## config.mk

```make
export PLATFORM = sky130hd
export DESIGN_NAME = txring_enq_mgr
export DESIGN_NICKNAME = d
export VERILOG_FILES = /design/src/rtl/txr_pkg.sv /design/src/rtl/txr_ptr_bank.sv /design/src/rtl/txr_addr_gen.sv /design/src/rtl/txr_enq_fsm.sv /design/src/rtl/txring_enq_mgr.sv
export SDC_FILE = /design/constraint.sdc
export NUM_CORES = 2
export LEC_CHECK = 0
export ABC_AREA = 1
export CORE_ASPECT_RATIO = 0.75
export CORE_MARGIN = 1
export CORE_UTILIZATION = 40
export DETAILED_ROUTE_END_ITERATION = 7
export SETUP_SLACK_MARGIN = 0.02
export SYNTH_ARGS = -nofsm -noshare
export SYNTH_HDL_FRONTEND = slang
export SYNTH_HIERARCHICAL = 1
export SYNTH_SLANG_ARGS = --single-unit
```

## constraint.sdc

```tcl
create_clock -name clk_i -period 3.5 [get_ports clk_i]
set_input_delay 0.35 -clock clk_i [delete_from_list [all_inputs] [get_ports clk_i]]
set_output_delay 0.35 -clock clk_i [all_outputs]
set_load 0.05 [all_outputs]
```

## src/rtl/txr_pkg.sv

```systemverilog
package txr_pkg;
  typedef enum logic [2:0] {
    ST_IDLE,
    ST_PRIM,
    ST_MIRR,
    ST_ACK,
    ST_ERR
  } enq_st_e;
endpackage

```

## src/rtl/txr_ptr_bank.sv

```systemverilog
module txr_ptr_bank #(
  parameter int NUM_Q = 16,
  parameter int IDX_W = 8,
  localparam int QW = $clog2(NUM_Q)
) (
  input  logic             clk_i,
  input  logic             rst_ni,
  input  logic             adv_w_i,
  input  logic [QW-1:0]    adv_q_i,
  input  logic [NUM_Q-1:0] cmp_i,
  input  logic [QW-1:0]    sel_q_i,
  output logic [IDX_W-1:0] sel_wptr_o,
  output logic             sel_full_o,
  output logic [NUM_Q-1:0] full_o,
  output logic [NUM_Q-1:0] empty_o,
  output logic             cmp_err_o
);
  logic [IDX_W-1:0] wptr [NUM_Q];
  logic [IDX_W-1:0] rptr [NUM_Q];

  for (genvar q = 0; q < NUM_Q; q++) begin : g_q
    logic [IDX_W-1:0] cnt;
    assign cnt        = wptr[q] - rptr[q];
    assign full_o[q]  = (cnt == {IDX_W{1'b1}});
    assign empty_o[q] = (cnt == '0);

    always_ff @(posedge clk_i or negedge rst_ni) begin
      if (!rst_ni) begin
        wptr[q] <= '0;
        rptr[q] <= '0;
      end else begin
        if (adv_w_i && adv_q_i == QW'(q)) wptr[q] <= wptr[q] + 1'b1;
        if (cmp_i[q] && !empty_o[q])     rptr[q] <= rptr[q] + 1'b1;
      end
    end
  end

  assign sel_wptr_o = wptr[sel_q_i];
  assign sel_full_o = full_o[sel_q_i];

  always_ff @(posedge clk_i or negedge rst_ni) begin
    if (!rst_ni) cmp_err_o <= 1'b0;
    else         cmp_err_o <= |(cmp_i & empty_o);
  end
endmodule

```

## src/rtl/txr_addr_gen.sv

```systemverilog
module txr_addr_gen #(
  parameter int ADDR_W       = 32,
  parameter int QW           = 4,
  parameter int IDX_W        = 8,
  parameter int SLOT_SHIFT   = 7,
  parameter int STRIDE_SHIFT = 10,
  parameter int ENTRY_SHIFT  = 1
) (
  input  logic [ADDR_W-1:0] tbl_base_i,
  input  logic [ADDR_W-1:0] ring_base_i,
  input  logic [QW-1:0]     q_i,
  input  logic [IDX_W-1:0]  idx_i,
  input  logic              mirror_i,
  output logic [ADDR_W-1:0] tbl_addr_o,
  output logic [ADDR_W-1:0] slot_addr_o
);
  // mirror entry index = idx + ring depth, i.e. the extra top bit
  logic [IDX_W:0] ent;
  assign ent         = {mirror_i, idx_i};
  assign tbl_addr_o  = tbl_base_i + (ADDR_W'(q_i) << STRIDE_SHIFT)
                     + (ADDR_W'(ent) << ENTRY_SHIFT);
  assign slot_addr_o = ring_base_i + (ADDR_W'(idx_i) << SLOT_SHIFT);
endmodule

```

## src/rtl/txr_enq_fsm.sv

```systemverilog
module txr_enq_fsm
  import txr_pkg::*;
#(
  parameter int QW        = 4,
  parameter int IDX_W     = 8,
  parameter int CNT_W     = 12,
  parameter int MIRROR_CNT = 64
) (
  input  logic             clk_i,
  input  logic             rst_ni,
  input  logic             enq_valid_i,
  input  logic [QW-1:0]    enq_q_i,
  input  logic [CNT_W-1:0] enq_bytes_i,
  input  logic [IDX_W-1:0] sel_wptr_i,
  input  logic             sel_full_i,
  input  logic             mem_ready_i,
  output logic [QW-1:0]    lat_q_o,
  output logic [IDX_W-1:0] lat_idx_o,
  output logic [CNT_W-1:0] lat_bytes_o,
  output logic             mirror_o,
  output logic             mem_valid_o,
  output logic             done_o,
  output logic             err_o
);
  enq_st_e st_q, st_d;
  logic    need_mirror;

  assign need_mirror = (int'(lat_idx_o) < MIRROR_CNT);

  always_comb begin
    st_d = st_q;
    unique case (st_q)
      ST_IDLE: if (enq_valid_i) st_d = sel_full_i ? ST_ERR : ST_PRIM;
      ST_PRIM: if (mem_ready_i) st_d = need_mirror ? ST_MIRR : ST_ACK;
      ST_MIRR: if (mem_ready_i) st_d = ST_ACK;
      ST_ACK:  st_d = ST_IDLE;
      ST_ERR:  st_d = ST_IDLE;
      default: st_d = ST_IDLE;
    endcase
  end

  always_ff @(posedge clk_i or negedge rst_ni) begin
    if (!rst_ni) begin
      st_q        <= ST_IDLE;
      lat_q_o     <= '0;
      lat_idx_o   <= '0;
      lat_bytes_o <= '0;
    end else begin
      st_q <= st_d;
      if (st_q == ST_IDLE && enq_valid_i) begin
        lat_q_o     <= enq_q_i;
        lat_idx_o   <= sel_wptr_i;
        lat_bytes_o <= enq_bytes_i;
      end
    end
  end

  assign mem_valid_o = (st_q == ST_PRIM) || (st_q == ST_MIRR);
  assign mirror_o    = (st_q == ST_MIRR);
  assign done_o      = (st_q == ST_ACK);
  assign err_o       = (st_q == ST_ERR);
endmodule

```

## src/rtl/txring_enq_mgr.sv

```systemverilog
module txring_enq_mgr #(
  parameter int NUM_Q        = 16,
  parameter int RING_DEPTH   = 256,
  parameter int SLOT_BYTES   = 128,
  parameter int MIRROR_CNT   = 64,
  parameter int TBL_STRIDE   = 1024,
  parameter int ADDR_W       = 32,
  parameter int CNT_W        = 12,
  parameter int ENTRY_W      = 16,
  localparam int QW          = $clog2(NUM_Q),
  localparam int IDX_W       = $clog2(RING_DEPTH)
) (
  input  logic               clk_i,
  input  logic               rst_ni,
  input  logic               cfg_we_i,
  input  logic [QW-1:0]      cfg_q_i,
  input  logic [ADDR_W-1:0]  cfg_base_i,
  input  logic [ADDR_W-1:0]  tbl_base_i,
  input  logic               enq_valid_i,
  input  logic [QW-1:0]      enq_q_i,
  input  logic [CNT_W-1:0]   enq_bytes_i,
  output logic               enq_done_o,
  output logic               enq_err_o,
  output logic [ADDR_W-1:0]  enq_slot_addr_o,
  input  logic [NUM_Q-1:0]   cmp_i,
  output logic               cmp_err_o,
  output logic [NUM_Q-1:0]   full_o,
  output logic [NUM_Q-1:0]   empty_o,
  output logic               mem_valid_o,
  input  logic               mem_ready_i,
  output logic [ADDR_W-1:0]  mem_addr_o,
  output logic [ENTRY_W-1:0] mem_data_o
);
  localparam int SLOT_SHIFT   = $clog2(SLOT_BYTES);
  localparam int STRIDE_SHIFT = $clog2(TBL_STRIDE);
  localparam int ENTRY_SHIFT  = $clog2(ENTRY_W / 8);

  logic [ADDR_W-1:0] ring_base [NUM_Q];
  logic [IDX_W-1:0]  sel_wptr, lat_idx;
  logic [QW-1:0]     lat_q;
  logic [CNT_W-1:0]  lat_bytes;
  logic              sel_full, mirror, done;

  always_ff @(posedge clk_i or negedge rst_ni) begin
    if (!rst_ni) begin
      for (int i = 0; i < NUM_Q; i++) ring_base[i] <= '0;
    end else if (cfg_we_i) begin
      ring_base[cfg_q_i] <= cfg_base_i;
    end
  end

  txr_ptr_bank #(.NUM_Q(NUM_Q), .IDX_W(IDX_W)) ptr_i (
    .clk_i      (clk_i),
    .rst_ni     (rst_ni),
    .adv_w_i    (done),
    .adv_q_i    (lat_q),
    .cmp_i      (cmp_i),
    .sel_q_i    (enq_q_i),
    .sel_wptr_o (sel_wptr),
    .sel_full_o (sel_full),
    .full_o     (full_o),
    .empty_o    (empty_o),
    .cmp_err_o  (cmp_err_o)
  );

  txr_enq_fsm #(.QW(QW), .IDX_W(IDX_W), .CNT_W(CNT_W), .MIRROR_CNT(MIRROR_CNT)) fsm_i (
    .clk_i       (clk_i),
    .rst_ni      (rst_ni),
    .enq_valid_i (enq_valid_i),
    .enq_q_i     (enq_q_i),
    .enq_bytes_i (enq_bytes_i),
    .sel_wptr_i  (sel_wptr),
    .sel_full_i  (sel_full),
    .mem_ready_i (mem_ready_i),
    .lat_q_o     (lat_q),
    .lat_idx_o   (lat_idx),
    .lat_bytes_o (lat_bytes),
    .mirror_o    (mirror),
    .mem_valid_o (mem_valid_o),
    .done_o      (done),
    .err_o       (enq_err_o)
  );

  txr_addr_gen #(
    .ADDR_W(ADDR_W), .QW(QW), .IDX_W(IDX_W), .SLOT_SHIFT(SLOT_SHIFT),
    .STRIDE_SHIFT(STRIDE_SHIFT), .ENTRY_SHIFT(ENTRY_SHIFT)
  ) agen_i (
    .tbl_base_i  (tbl_base_i),
    .ring_base_i (ring_base[lat_q]),
    .q_i         (lat_q),
    .idx_i       (lat_idx),
    .mirror_i    (mirror),
    .tbl_addr_o  (mem_addr_o),
    .slot_addr_o (enq_slot_addr_o)
  );

  assign mem_data_o = ENTRY_W'(lat_bytes);
  assign enq_done_o = done;
endmodule

```

==> metrics.txt <==
CP endpoint kind=output pin; Critical Path Fanout Max=9; RD Place Congestion=0.9153; FMAX=262.8 MHz; post-layout util=49.05%; drt via density=5.034; Leak Pwr=30.50 nW; Yosys cell types=60; Synthesis Warnings=6; critical path class=reg2out; Synth Area in XOR/XNOR=4.888%; sequential share of the synthesized area=40.47%; Slew HR=30.89%; DRT iter0 DRCs=4158; initial cell density of the core=40.32%; GRT overflow=0; Post-Layout Cell Count=8612; critical path data required time=3.15 ns; period utilization=108.7%; GRT Overall Usage=24.18%; Max-Cap Viols=0; largest family of logic cells by synthesized area=simple AND/OR/NAND/NOR gates; Post-synth top flop=dfrtp_1; area delta synth->final=21.65%; Die Area=124500 sq um; die width=407.1 microns; die height=305.8 microns; core box area=122100 sq um; first-pass GRT wire length=236700 microns; Logic pwr share=56.5%; Power Density=877.1 nW/um^2; failing checks=negative setup slack; mux cell area share after synthesis=0.4118%; worst skew pair latency=0.72 ns; #FFs+latches synth=796; vias in the first global route=40971; share of flip-flops with an asynchronous set or reset=100.0%; switching pwr=23.87 mW; # DRC=0; status=finished, violations left; Flop pwr share=25.2%; Post-Synth Adder-Cell Area=5.333%; Root Buffer=clkbuf_16; fin. max-slew vios=0; routed via count=43351; Design Area, Final=59880 sq um; Nets=7208; post-synthesis cell count=6684; most frequent cell after synthesis=nand2_1; clk slew on worst S/H paths=0.07 ns; Arrival @ worst endpoint=3.46 ns; hold violation count in the final report=0; VDD IR-drop max=1.524 mV; Setup TNS Final=-3.775 ns; Slew @ Worst Pin=1.037 ns; worst setup margin=-0.3054 ns; antenna violations before repair=4; sequential cell area=19940 sq um; Setup-failing EPs final=21; clk sinks=796; leading area contributor after synthesis=dfrtp_1; area of the multi-input gates=25300 sq um; # H-tree levels=3; clock buffer count from CTS=88; final wirelength=152300 microns; total power=52.52 mW; cell total after placement=8383; Post-DP HPWL=101800 microns; Placed Area=54190 sq um; largest net degree at the start of global routing=106; post-route ant nets=0; R2R Path Start=ptr_i/wptr[120]$_DFFE_PN0P_; crit path launch type=register; Rows=111; post-synth top area share=40.47%; Syn Std Cell Area=49220 sq um; Synth Area in Simple Gates=29.47%; Detailed Routing Iterations Pass 1=6; DR WL/cell=17.68 microns; fin crit period=3.805 ns; crit path from=fsm_i/lat_q_o[0]$_DFFE_PN0P_; share of cells above drive strength 1=13.61%; commonest cells in the synthesized netlist=nand2_1, inv_1, dfrtp_1; Buffers on Ports=214; TritonCTS clock tree=built; fillers=11771; Ports=221; EDFF count, synth=0; syn_area_per_cell=7.364 sq um; clock network fraction of total power=18.4%; worst min path class=in2async; Placement Setup Slack=0.02098 ns; worst clock skew=0.05759 ns; Clock Tree Buf Depth=3; Worst Reg-to-Reg Cells=22; ranking of synthesized cells by area=dfrtp_1, nand2_1, inv_1; area fraction in compound gates after synthesis=8.455%; worst hold slack=0.1642 ns; internal power=28.66 mW; RSZ-0062 raised after global routing=true; sw frac=45.44%
## critical path, stage by stage, from the launching register on
cell	delay, ns
dfrtp_4	0.51
buf_12	0.18
buf_16	0.16
bufbuf_16	0.29
nand2_1	0.07
nand3_1	0.13
nand3_1	0.11
nand3_1	0.09
nand2_2	0.15
nand2_1	0.14
nor2_2	0.16
nand2_1	0.06
or2_1	0.24
nand2_2	0.12
xor2_4	0.19
buf_12	0.16
## cell families after synthesis
family          after synthesis
other cells                   1
buf+inv                    1394
fa+ha+maj                   199
mux                          16
flops                       796
xor+xnor                    267
simple gates               3201
compound gates              810
## what timing repair did
| item | in CTS | in global routing |
|---|---|---|
| hold buffers | 1 | 0 |
| pin swaps | 47 | 83 |
| setup endpoints to repair | 65 | 72 |
| hold endpoints to repair | 53 | 0 |
| resized for setup | 255 | 245 |
| buffers inserted | 19 | 19 |
| cloned | 16 | 15 |
## sequential cells by signal (all words and copies together), names as in the netlist
| signal | count |
|---|---|
| ptr_i/wptr | 128 |
| ptr_i/cmp_err_o | 1 |
| fsm_i/st_q | 3 |
| ptr_i/rptr | 128 |
| fsm_i/lat_idx_o | 8 |
| fsm_i/lat_q_o | 4 |
| ring_base | 512 |
| fsm_i/lat_bytes_o | 12 |
## area by class of cell
type	instances	share of cell area (%)
Inverter	1117	7.054
Multi-Input combinational cell	4497	42.26
Antenna cell	2	0.008358
Timing Repair inverter	3	0.05642
Sequential cell	796	33.31
Clock inverter	28	0.6937
Tap cell	1638	3.423
Timing Repair Buffer	401	8.893
Clock buffer	130	4.309
## worst paths after layout
kind,end,slack [ns]
setup reg to reg,fsm_i/st_q[0]$_DFFE_PN0P_,0.34
hold / removal,ring_base[189]$_DFFE_PN0P_,0.16
max in group asynchronous,fsm_i/lat_idx_o[2]$_DFFE_PN0P_,2.15
min in group clk_i,fsm_i/lat_q_o[1]$_DFFE_PN0P_,0.17
setup / recovery,enq_slot_addr_o[30],-0.31
hold reg to reg,ptr_i/rptr[70]$_DFFE_PN0P_,0.47
## layer usage
layer | track usage (%) | up-vias | wire (microns)
met5 | 0 | - | 13
met4 | 5.447 | 2 | 3225
met3 | 3.746 | 204 | 9744
met2 | 37.21 | 1233 | 66940
met1 | 35.50 | 20575 | 72370
li1 | - | 21337 | -
## layout by cell type (no fill, tap or decap), drive strengths merged, types with 6 or more instances in the layout
| cell type | count |
|---|---|
| clkinv | 20 |
| ha | 181 |
| nand3b | 78 |
| dfrtp | 796 |
| inv | 1122 |
| clkbuf | 153 |
| xnor2 | 47 |
| nor3 | 84 |
| bufbuf | 6 |
| nor4 | 11 |
| o21ai | 670 |
| nand2 | 2021 |
| xor2 | 220 |
| nand4 | 63 |
| o211ai | 8 |
| buf | 252 |
| fa | 18 |
| and2 | 14 |
| clkdlybuf4s50 | 118 |
| a21oi | 122 |
| mux2 | 16 |
| nor2 | 254 |
| nand3 | 661 |
| or2 | 9 |
## power by group through the flow
stage | clock network [mW] | registers [mW] | logic, mW
after floorplan | 0 | 13.0 | 16.1
after global placement | 0 | 13.2 | 24.8
after detailed placement | 0 | 13.3 | 25.1
after CTS | 9.83 | 13.2 | 27.6
after global routing | 10.2 | 13.5 | 32.2
final | 9.64 | 13.2 | 29.7
No activity file was read; power rests on OpenSTA's default activity.
